[config.mk]
export PLATFORM = sky130hd
export DESIGN_NAME = pte_prot_rc
export DESIGN_NICKNAME = d
export VERILOG_FILES = /design/src/rtl/pte_prot_pkg.sv /design/src/rtl/pte_auth_decode.sv /design/src/rtl/pte_fault_check.sv /design/src/rtl/pte_rc_update.sv /design/src/rtl/pte_prot_rc.sv
export SDC_FILE = /design/constraint.sdc
export NUM_CORES = 1
export LEC_CHECK = 0
export ABC_CLOCK_PERIOD_IN_PS = 1500
export BUFFER_PORTS_ARGS = -buffer_cell sky130_fd_sc_hd__buf_2
export CAP_MARGIN = 20
export CORE_ASPECT_RATIO = 1.2
export CORE_MARGIN = 3
export CORE_UTILIZATION = 40
export DETAILED_ROUTE_END_ITERATION = 8
export PLACE_DENSITY = 0.73
export SETUP_SLACK_MARGIN = 0.2
export SYNTH_ARGS = -nofsm -noshare
export SYNTH_HDL_FRONTEND = slang
export SYNTH_SLANG_ARGS = --single-unit
export TNS_END_PERCENT = 1
[constraint.sdc]
create_clock -name clk -period 1.5 [get_ports clk]
set_input_delay 0.3 -clock clk [delete_from_list [all_inputs] [get_ports clk]]
set_output_delay 0.3 -clock clk [all_outputs]
set_load 0.005 [all_outputs]
[src/rtl/pte_prot_pkg.sv]
package pte_prot_pkg;

  typedef enum logic [1:0] {
    ACC_LOAD  = 2'b00,
    ACC_STORE = 2'b01,
    ACC_FETCH = 2'b10,
    ACC_RSVD  = 2'b11
  } acc_e;

  typedef struct packed {
    logic r;
    logic w;
    logic x;
  } rights_t;

  localparam int ATT_LO       = 4;
  localparam int ATT_HI       = 5;
  localparam logic [1:0] ATT_NI_IO = 2'b10;
  localparam int AUTH_LO      = 0;
  localparam int AUTH_HI      = 3;
  localparam int AUTH_PRIV    = 3;
  localparam int REF_BIT      = 8;
  localparam int CHG_BIT      = 7;

  localparam int CAUSE_NOEXEC = 28;
  localparam int CAUSE_PROT   = 27;
  localparam int CAUSE_STORE  = 25;

  // Expand the three encoded authority bits into explicit rights.
  function automatic rights_t auth_to_rights(input logic [2:0] enc);
    rights_t t;
    t.r = enc[2] | enc[1];
    t.w = enc[1];
    t.x = enc[0];
    return t;
  endfunction

  // The single right an access kind depends on.
  function automatic rights_t needed_right(input acc_e acc);
    rights_t t;
    t = '0;
    case (acc)
      ACC_STORE: t.w = 1'b1;
      ACC_FETCH: t.x = 1'b1;
      default:   t.r = 1'b1;
    endcase
    return t;
  endfunction

  function automatic logic is_store(input acc_e acc);
    return acc == ACC_STORE;
  endfunction

endpackage

[src/rtl/pte_auth_decode.sv]
module pte_auth_decode
  import pte_prot_pkg::*;
(
  input  logic [AUTH_HI-AUTH_LO:0] auth,
  input  logic                     problem,
  input  logic                     partition,
  input  logic [2:0]               amr,
  output rights_t                  rights,
  output logic                     priv_block,
  output logic                     amr_applied
);

  rights_t enc_rights;
  logic    priv;

  always_comb begin
    priv        = auth[AUTH_PRIV-AUTH_LO];
    enc_rights  = auth_to_rights(auth[2:0]);
    priv_block  = !partition && priv && problem;
    amr_applied = !partition && !priv && !problem;
    if (priv_block)
      rights = '0;
    else if (amr_applied)
      rights = enc_rights & rights_t'(amr);
    else
      rights = enc_rights;
  end

endmodule

[src/rtl/pte_fault_check.sv]
module pte_fault_check
  import pte_prot_pkg::*;
#(
  parameter int CAUSE_W = 32
) (
  input  logic [1:0]         att,
  input  acc_e               access,
  input  rights_t            perm,
  output logic               att_fault,
  output logic               prot_fault,
  output logic               fault,
  output logic [CAUSE_W-1:0] cause
);

  rights_t need;

  always_comb begin
    need       = needed_right(access);
    att_fault  = (att == ATT_NI_IO) && (access == ACC_FETCH);
    prot_fault = |(need & ~perm);
    fault      = att_fault | prot_fault;
    cause      = '0;
    if (att_fault) begin
      cause[CAUSE_NOEXEC] = 1'b1;
    end else if (prot_fault) begin
      if (access == ACC_FETCH) begin
        cause[CAUSE_NOEXEC] = 1'b1;
      end else begin
        cause[CAUSE_PROT]  = 1'b1;
        cause[CAUSE_STORE] = is_store(access);
      end
    end
  end

endmodule

[src/rtl/pte_rc_update.sv]
module pte_rc_update
  import pte_prot_pkg::*;
#(
  parameter int PTE_W = 64
) (
  input  logic [PTE_W-1:0] pte_in,
  input  acc_e             access,
  input  logic             att_fault,
  input  logic             fault,
  input  rights_t          perm,
  output logic [PTE_W-1:0] pte_out,
  output rights_t          rights_out,
  output logic             changed
);

  logic [PTE_W-1:0] set_mask;

  always_comb begin
    set_mask          = '0;
    set_mask[REF_BIT] = 1'b1;
    set_mask[CHG_BIT] = is_store(access);
    pte_out    = fault ? pte_in : (pte_in | set_mask);
    changed    = !fault && (pte_out != pte_in);
    rights_out = perm;
    if (att_fault)
      rights_out = '0;
    else if (!fault && !is_store(access))
      rights_out.w = 1'b0;
  end

endmodule

[src/rtl/pte_prot_rc.sv]
module pte_prot_rc
  import pte_prot_pkg::*;
#(
  parameter int PTE_W   = 64,
  parameter int CAUSE_W = 32
) (
  input  logic               clk,
  input  logic               rst_n,
  input  logic               req_valid,
  input  logic [PTE_W-1:0]   req_pte,
  input  logic [1:0]         req_access,
  input  logic               req_problem,
  input  logic               req_partition,
  input  logic [2:0]         req_amr_rights,
  output logic               resp_valid,
  output logic               resp_fault,
  output logic [CAUSE_W-1:0] resp_cause,
  output logic [2:0]         resp_rights,
  output logic [PTE_W-1:0]   resp_pte,
  output logic               resp_writeback
);

  acc_e               acc;
  rights_t            perm_w;
  rights_t            rights_w;
  logic               priv_block_w;
  logic               amr_applied_w;
  logic               att_fault_w;
  logic               prot_fault_w;
  logic               fault_w;
  logic [CAUSE_W-1:0] cause_w;
  logic [PTE_W-1:0]   pte_next_w;
  logic               changed_w;
  acc_e               acc_q;

  assign acc = acc_e'(req_access);

  pte_auth_decode u_auth (
    .auth        (req_pte[AUTH_HI:AUTH_LO]),
    .problem     (req_problem),
    .partition   (req_partition),
    .amr         (req_amr_rights),
    .rights      (perm_w),
    .priv_block  (priv_block_w),
    .amr_applied (amr_applied_w)
  );

  pte_fault_check #(.CAUSE_W(CAUSE_W)) u_fault (
    .att        (req_pte[ATT_HI:ATT_LO]),
    .access     (acc),
    .perm       (perm_w),
    .att_fault  (att_fault_w),
    .prot_fault (prot_fault_w),
    .fault      (fault_w),
    .cause      (cause_w)
  );

  pte_rc_update #(.PTE_W(PTE_W)) u_rc (
    .pte_in     (req_pte),
    .access     (acc),
    .att_fault  (att_fault_w),
    .fault      (fault_w),
    .perm       (perm_w),
    .pte_out    (pte_next_w),
    .rights_out (rights_w),
    .changed    (changed_w)
  );

  always_ff @(posedge clk) begin
    if (!rst_n) begin
      resp_valid     <= 1'b0;
      resp_fault     <= 1'b0;
      resp_cause     <= '0;
      resp_rights    <= '0;
      resp_pte       <= '0;
      resp_writeback <= 1'b0;
      acc_q          <= ACC_LOAD;
    end else begin
      resp_valid     <= req_valid;
      resp_writeback <= req_valid && changed_w;
      if (req_valid) begin
        resp_fault  <= fault_w;
        resp_cause  <= cause_w;
        resp_rights <= rights_w;
        resp_pte    <= pte_next_w;
        acc_q       <= acc;
      end
    end
  end

  // a request yields a response on the next clock
  p_latency_r2: assert property (@(posedge clk) disable iff (!rst_n)
    req_valid |=> resp_valid);

  // write-back only on a permitted, valid response
  p_wb_ok_r10: assert property (@(posedge clk) disable iff (!rst_n)
    resp_writeback |-> (resp_valid && !resp_fault));

  // permitted accesses leave the reference bit set
  p_ref_set_r8: assert property (@(posedge clk) disable iff (!rst_n)
    (resp_valid && !resp_fault) |-> resp_pte[REF_BIT]);

  // no write right handed out to a permitted non-store
  p_no_write_r9: assert property (@(posedge clk) disable iff (!rst_n)
    (resp_valid && !resp_fault && acc_q != ACC_STORE) |-> !resp_rights[1]);

  // a fault always carries at least one cause bit
  p_cause_r7: assert property (@(posedge clk) disable iff (!rst_n)
    (resp_valid && resp_fault) |-> (resp_cause != '0));

  // a blocked privileged page cannot let any access through
  p_blocked_r4: assert property (@(posedge clk) disable iff (!rst_n)
    (req_valid && priv_block_w) |=> resp_fault);

  // masked rights never exceed the mask
  p_masked_r6: assert property (@(posedge clk) disable iff (!rst_n)
    (amr_applied_w && !att_fault_w) |-> ((perm_w & ~rights_t'(req_amr_rights)) == '0));

  // attribute fault reports no rights on the next cycle
  p_att_r3: assert property (@(posedge clk) disable iff (!rst_n)
    (req_valid && att_fault_w) |=> (resp_fault && resp_rights == 3'b000));

  // protection and attribute faults both feed the registered flag
  p_prot_r7: assert property (@(posedge clk) disable iff (!rst_n)
    (req_valid && prot_fault_w) |=> resp_fault);

endmodule

# Word level (Yosys, flattened, before mapping)
# Index checks and enable logic that the tools add are counted.
[totals] ff_bits=73 latchBits=0 mem_bits_rw=0 mem_bits_ro=0 input_bits=74 output_inout_bits=102 mem_count=0
[op_classes] addsub=0 multipliers=0 div=0 magnitude_cmp=0 eq_ne=4 shift=0 n_mux=17 bitwise_logic=6 reduce_logical=15
[ops] op="$mux W64" n=1
[ops] op="$ne A64 B64 Y1" n=1
[ops] op="$or A64 B9 Y64" n=1
[ops] op="$mux W1" n=13
[ops] op="$logic_and A1 B1 Y1" n=8
[ops] op="$and A3 B3 Y3" n=2
[ops] op="$mux W3" n=2
[ops] op="$logic_not A1 Y1" n=5
[ops] op="$eq A2 B2 Y1 const B" n=2
[ops] op="$not A3 Y3" n=1
[ops] op="$reduce_or A3 Y1" n=1
[ops] op="$eq A2 B1 Y1 const B" n=1
[ops] op="$mux W2" n=1
[ops] op="$or A1 B1 Y1" n=2
[ops] op="$reduce_or A2 Y1" n=1

# Longest topological paths before layout
# Gate-level depths: netlist of run 1.
[depth] depth_word=13 mapped_depth=5 depth_no_buf=5

# Cells and area by module
# A second synthesis of run 1 with hierarchy kept.
[unflattened] cells_unflattened=455 area_unflattened_um2=4870.9
[modules_own_cells] module="pte_prot_rc" instances=1 cells_per_inst=327 area_each_um2=3926.3
[modules_own_cells] module="pte_rc_update" instances=1 cells_per_inst=72 area_each_um2=525.5
[modules_own_cells] module="pte_fault_check" instances=1 cells_per_inst=47 area_each_um2=362.8
[modules_own_cells] module="pte_auth_decode" instances=1 cells_per_inst=9 area_each_um2=56.3

# Least setup slack after synthesis of run 1
# Ideal clock, no wire load.
[synth_path] kind="input to register" start="in req_problem" end="reg resp_cause[28]" setup_ns=0.117 arrival_time_ns=1.162 t_required_ns=1.383 slack_ns=0.221 path_stages=4 n_path_buf=0 path_cell_list="and2_4 -> o311ai_2 -> nand4_2 -> a32o_1"
[synth_between] elab_chain_len=9 elab_cells_between_ends=10 classes_between="mux (4); bitwise (2); reduce/logical (4)"
[synth_rtl] item="start, declared" line="pte_prot_rc.sv:12" text="input logic req_problem,"
[synth_rtl] item="$logic_not A1 Y1" line="pte_auth_decode.sv:20" text="amr_applied = !partition && !priv && !problem;"
[synth_rtl] item="$logic_and A1 B1 Y1" line="pte_auth_decode.sv:20"
[synth_rtl] item="$mux W3" line="pte_auth_decode.sv:23" text="else if (amr_applied)"
[synth_rtl] item="$mux W3 *" line="pte_auth_decode.sv:21" text="if (priv_block)"
[synth_rtl] item="$not A3 Y3 *" line="pte_fault_check.sv:20" text="prot_fault = |(need & ~perm);"
[synth_rtl] item="$and A3 B3 Y3 *" line="pte_fault_check.sv:20"
[synth_rtl] item="$reduce_or A3 Y1 *" line="pte_fault_check.sv:20"
[synth_rtl] item="$mux W2 *" line="pte_fault_check.sv:25" text="end else if (prot_fault) begin"
[synth_rtl] item="$mux W1 *" line="pte_fault_check.sv:23" text="if (att_fault) begin"
[synth_rtl] item="end signal, assigned" line="pte_prot_rc.sv:83" text="resp_cause <= cause_w;"
[synth_rtl] item="end, declared" line="pte_prot_rc.sv:17" text="output logic [CAUSE_W-1:0] resp_cause,"
# Mark *: on every way between the ends. The rest lies on a longest branch, timed or not.
# A chain may end at the register's enable or synchronous reset.

# Worst setup path in the final report of run 1
[layout_path] start="in req_problem" end="reg resp_pte[7]"
[layout_between] elab_chain_len=9 elab_cells_between_ends=10 classes_between="mux (3); bitwise (3); reduce/logical (4)"
[layout_rtl] item="$logic_not A1 Y1" line="pte_auth_decode.sv:20"
[layout_rtl] item="$logic_and A1 B1 Y1" line="pte_auth_decode.sv:20"
[layout_rtl] item="$mux W3" line="pte_auth_decode.sv:23"
[layout_rtl] item="$mux W3 *" line="pte_auth_decode.sv:21"
[layout_rtl] item="$not A3 Y3 *" line="pte_fault_check.sv:20"
[layout_rtl] item="$and A3 B3 Y3 *" line="pte_fault_check.sv:20"
[layout_rtl] item="$reduce_or A3 Y1 *" line="pte_fault_check.sv:20"
[layout_rtl] item="$or A1 B1 Y1 *" line="pte_fault_check.sv:21" text="fault = att_fault | prot_fault;"
[layout_rtl] item="$mux W64 *" line="pte_rc_update.sv:22" text="pte_out = fault ? pte_in : (pte_in | set_mask);"
[layout_rtl] item="end signal, assigned" line="pte_prot_rc.sv:85" text="resp_pte <= pte_next_w;"
[layout_rtl] item="end, declared" line="pte_prot_rc.sv:19" text="output logic [PTE_W-1:0] resp_pte,"
# Marked as above.

==> results of run 1 <==
metal layers:
layer,global-route usage [%],up-vias,routed length [um]
met2,26.5,115,3470
met1,18.4,1113,2810
met4,4.32,0,68
met3,6.26,6,745
met5,0,-,0
li1,-,1235,-
state kept, by name, summed over array words and instances (netlist names):
register,flops
resp_cause,3
resp_fault,1
resp_pte,64
resp_rights,3
resp_valid,1
resp_writeback,1
where the power goes:
group	switching [mW]	leakage, nW	internal, mW
combinational	0.285	1.45	0.324
clock	0.729	0.0850	0.596
sequential	0.0522	0.603	2.05
total	1.07	2.13	2.97
layout by cell type (no fill, tap or decap):
cell type and count:
nand3_1 2, a31oi_1 2, clkinv_2 3, clkbuf_8 9, o22ai_1 1, o2111ai_1 2
dfxtp_1 73, ha_1 3, clkinv_4 2, conb_1 29, and2_1 1, o21ai_0 4
nand4b_1 1, buf_12 3, nor3b_1 1, nor3_2 1, mux2i_1 62, and3b_1 1
nand4_2 1, o311ai_4 1, and3_1 3, nor3_1 2, nor2b_1 63, nand2_1 5
inv_1 6, a32o_1 2, o21ba_1 1, a41o_1 1, a21boi_1 2, o311ai_2 2
nand3b_1 1, buf_4 6, clkinvlp_4 2, and2_4 1, nor2_1 4, buf_2 145
o21ai_1 1, o21bai_1 1
worst max-delay path, stage by stage:
cell,delay (ns)
buf_2,0.12
and2_4,0.19
o311ai_2,0.31
nand4_2,0.19
buf_4,0.19
o21ai_1,0.11
stage by stage:
stage | std cells | util, %
floorplan | 325 | -
global placement | 524 | 52.6
detailed placement | 524 | 52.6
CTS | 540 | 54.9
global route | 540 | 54.9
finish | 540 | 54.9
path summary, 6_finish.rpt:
| path | endpoint | cells after the start | startpoint |
|---|---|---|---|
| worst max-delay path | resp_pte[7] | 6 | req_problem |
| worst min-delay path | resp_pte[63] | 3 | req_pte[63] |
| worst max register to register | resp_cause[25] | 2 | resp_cause[25] |
| worst min register to register | resp_rights[2] | 2 | resp_rights[2] |
synth_stat cells, types with 2 or more instances:
library cell	instances
buf_4	29
and3_1	3
mux2i_1	62
nand3_1	2
inv_1	6
dfxtp_1	73
nor2b_1	63
o2111ai_1	2
o311ai_2	2
clkbuf_1	8
buf_2	7
a21boi_1	2
a31oi_1	2
a32o_1	2
nor3_1	2
ha_1	3
o21ai_0	4
nand2_1	5
nor2_1	4
cells by family (layout without fill, tap and decap cells):
kind of cell    after synthesis  after routing
simple gates                 87             87
flops                        73             73
mux                          62             62
buf+inv                      51            176
compound gates               20             20
fa+ha+maj                     3              3
other cells                   1             29
final cells by class:
type / instances / area (sq um)
fill: 699 / 3360
multi-input combinational: 201 / 1490
sequential: 73 / 1460
timing repair buffer: 154 / 831
clock buffer: 9 / 124
tap: 90 / 113
clock inverter: 7 / 47.5
inverter: 6 / 22.5
==> qor.csv, run 1 <==
metric,value,unit
status,completed,
initial_core_util,42.3,%
drt_iter0_drc,68,
cellLeakagePower,2.13,nW
period_share,76.1,%
synth_fa_ha_area_share,1.19,%
fin_area,4090,sq um
finalSetupViolations,0,
async_flop_share,0,%
drive_above_1_share,39.1,%
grt_usage,15.7,%
hp-class,input port to flop,
htreeDepth,3,
num_vias,2469,
drc,0,
synthXorXnorAreaFrac,0,%
clock-root-buffer,clkbuf_8,
worst_slack,0.358,ns
die_area,8980,sq um
rsz0062_at_grt,no,
critPathCaptureType,flop,
fp.dieW,87.0,um
nets,522,
synth_compound_area_share,5.80,%
syn_area,3150,sq um
place_worst_setup_slack,0.0184,ns
core,7440,sq um
start_kind,input port,
synth_seq_cells,73,
cap_viol_max_count,0,
grt_pass1_wl,11.0,mm
cts_resized,0,
arrival,1.41,ns
diodes,0,
syn_inst,297,
criticalPathCategory,input port to flop,
synth_top_area_cell,dfxtp_1,
io_pins,176,
grt_overflow,0,
cts_buffer_depth,2,
ys_types,35,
antenna_found_initial,0,
routabilityCongestion,0.711,
yosys_warnings,0,
placedInstanceArea,3910,sq um
die_y,103,um
hold_viol,0,
finalPower,4.04,mW
synth_area_leaders,"dfxtp_1 46%, mux2i_1 20%, nor2b_1 13%, buf_4 6.9%, ha_1 1.2%",
max_freq,0.876,GHz
clock-sinks,73,
clk_pin_slew,0.08,ns
grt_pass1_vias,2340,
tritoncts,built,
power.density,989,nW/um^2
seq_area_frac_synth,46.4,%
slew_violations,0,
synth-simple-area-share,17.0,%
finalSetupTns,0,ns
syn_area_per_cell,10.6,sq um
ant_nets,0,
row_count,34,
insertion_delay,0.33,ns
first_pass_iters,4,
peakVddDrop,733,uV
synth_top_area_share,46.4,%
hold_buffers,0,
r2r_slack,0.73,ns
io_buffers,146,
hpwl,5.54,mm
synth_ff_type,dfxtp_1,
grt_start_max_net_pins,26,
muxShareOfSynthArea,19.7,%
required,1.77,ns
vias_per_cell,4.57,
cts_setup_buffers,0,
avgRoutedWirePerCell,13.1,um
synth_top_family_by_area,multiplexers,
cp_max_fo,6,
post-route-min-period,1.14,ns
fin_worst_skew,0,ns
cts-buffers-inserted,9,
synth-edff-count,0,
routed_wirelength,7.09,mm
syn2layout_area_growth,29.6,%
holdWs,0.218,ns
No activity file was read; power rests on OpenSTA's default activity.
==> run 2: changes to the inputs <==
Settings changed: ABC_AREA set to 1, ABC_CLOCK_PERIOD_IN_PS 1500 to 1100, PLACE_DENSITY 0.73 to 0.75.
Clock period 1.5 ns to 1.1 ns, I/O delays scaled along.
==> qor.csv, run 2 <==
metric,value,unit
hold_viol,0,
intPower,4.08,mW
core,6980,sq um
pwr-share-clk,31.8,%
drt_iter0_drc,92,
syn_area,2950,sq um
clk_pin_slew,0.08,ns
reg.largest.list,"resp_pte (64), resp_cause (3), resp_rights (3)",
row_count,33,
grt_pass1_wl,12.2,mm
routed_wirelength,7.78,mm
synth_commonest_cells,"124 x nor2_1, 73 x dfxtp_1, 64 x o21ai_0, 31 x buf_4",
reg2reg_to,resp_pte[33],
grt_usage,17.8,%
io_pins,176,
insertion_delay,0.33,ns
hpwl,5.67,mm
synth-edff-count,0,
hold_start,req_pte[36],
drive_above_1_share,44.9,%
fin_worst_skew,0,ns
async_flop_share,0,%
path_delay_family,flip-flops,
arrival,0.79,ns
drc,0,
max_freq,0.993,GHz
yosys_warnings,0,
rsz0062_at_grt,yes,
die_area,8440,sq um
hold_buffers,0,
dp_cells,609,
diodes,0,
r2r_slack,0.43,ns
cp_max_fo,2,
seq_area_frac_synth,49.6,%
grt_pass1_vias,2666,
synth_top_area_cell,dfxtp_1,
fp.dieW,84.4,um
clock-sinks,73,
nets,611,
die_y,100,um
synth_top_area_share,49.6,%
power.density,1380,nW/um^2
clock-root-buffer,clkbuf_8,
num_vias,2880,
cp_slowest_stage_delay,0.33,ns
ant_nets,0,
htreeDepth,3,
final_cells,626,
syn_inst,380,
ys_types,25,
seqPwrFrac,52.1,%
holdPathEnd,resp_pte[36],
path_cells,buf_2,
crit_path_top_delay_cell,dfxtp_2,
synth_area_leaders,"dfxtp_1 50%, nor2_1 16%, o21ai_0 11%, buf_4 7.9%, clkbuf_1 2.0%",
start_kind,flop,
avgRoutedWirePerCell,12.4,um
comb_power_share,16.1,%
required,0.88,ns
slew_violations,0,
final_common_cell,buf_2,
peakVddDrop,885,uV
switching_share,27.3,%
criticalPathCategory,flop to output pin,
post-route-min-period,1.01,ns
synth.most_common_cell,nor2_1,
antenna_found_initial,0,
io_buffers,146,
power.switching,1.53,mW
syn_area_per_cell,7.75,sq um
critPathCaptureType,output pin,
synth_seq_cells,73,
ff2ff_path_depth,2,
cap_viol_max_count,0,
largest_reg_flops,64,
grt_overflow,0,
cts-buffers-inserted,9,
status,completed,
layout_common_cells,"141 x buf_2, 123 x nor2_1, 64 x o21ai_0, 37 x dfxtp_1, 36 x dfxtp_2",
whs_path_depth,3,
period_share,91.5,%
routabilityCongestion,0.859,
timing.critical_path.buf_inv,1,
cts_buffer_depth,2,
largest_register,resp_pte,
cellLeakagePower,2.11,nW
syn2layout_area_growth,38.3,%
r2r-start,resp_pte[33],
hp-class,input port to flop,
vias_per_cell,4.60,
synth_ff_type,dfxtp_1,
tritoncts,built,
holdWs,0.105,ns
finalSetupViolations,0,
first_pass_iters,4,
initial_core_util,42.2,%
grt_start_max_net_pins,36,
==> run 2: cell types whose count changed in the layout (fill, tap and decap cells not counted), moves of 11 or more <==
cell,before,now
o21ai_0,4,64
nor2b_1,63,0
dfxtp_1,73,37
buf_4,6,17
nor2_1,4,123
dfxtp_2,0,36
mux2i_1,62,0
==> run 2: logic make-up (layout without fill, tap and decap cells) <==
family                     count (synthesis)  count (layout)  synth area share [%]
buffers and inverters                     66             197                  12.7
DFF                                       73              73                  49.6
other                                      1              29                 0.127
AOI/OAI and AO/OA                         77              77                  13.4
adders and majority gates                  3               3                  1.27
and+or+nand+nor                          160             160                  22.8
==> run 2: cell type report <==
cell class / count / area [sq um]
timing repair buffer: 166 / 955
fill: 644 / 2900
inverter: 15 / 71.3
clock buffer: 9 / 124
sequential: 73 / 1510
tap: 87 / 109
clock inverter: 7 / 47.5
multi-input combinational: 269 / 1260
==> run 2: how the worst max path moves through the flow <==
stage,from,endpoint,slack (ns),depth (start not counted)
final,resp_pte[9],resp_pte[9],0.09,1
after global routing,resp_pte[0],resp_pte[0],0.05,1
after CTS,resp_pte[40],resp_pte[40],0.08,1
after detailed placement,req_access[0],resp_pte[8],-0.27,10
after global placement,req_access[0],resp_pte[8],-0.23,10
after floorplan,req_access[0],resp_pte[8],0.009,9
==> run 2: routing by layer <==
metal / global-route usage, % / share of wire, % / vias to the layer above
li1: - / - / 1454
met1: 21.1 / 40 / 1289
met2: 31.0 / 51 / 125
met3: 3.86 / 7.9 / 12
met4: 7.43 / 1.6 / 0
met5: 0 / 0 / -
==> run 2: metrics by stage <==
| step | cell area (sq um) | total power [mW] | setup TNS [ns] | utilization [%] | worst slack (ns) |
|---|---|---|---|---|---|
| 2_1_floorplan | 3090 | 3.45 | 0 | - | 0.00882 |
| 3_3_place_gp | 3800 | 3.82 | -1.33 | 54.5 | -0.232 |
| 3_5_place_dp | 3800 | 3.85 | -1.63 | 54.5 | -0.269 |
| 4_1_cts | 4020 | 5.68 | 0 | 57.6 | 0.0759 |
| 5_1_grt | 4080 | 5.95 | 0 | 58.4 | 0.0504 |
| 6_report | 4080 | 5.61 | 0 | 58.4 | 0.0934 |
==> run 2: timing repair <==
| action | CTS | global route |
|---|---|---|
| resized for setup | 28 | 20 |
| endpoints found under the setup margin | 77 | 83 |
| buffers inserted | 0 | 1 |
| pin swaps | 0 | 7 |
==> run 2: power groups by stage <==
stage | logic (mW) | registers [mW] | clock network [mW]
floorplan | 0.473 | 2.98 | 0
global placement | 0.864 | 2.96 | 0
detailed placement | 0.882 | 2.96 | 0
CTS | 0.893 | 2.92 | 1.87
global route | 1.01 | 2.94 | 1.99
finish | 0.905 | 2.92 | 1.78
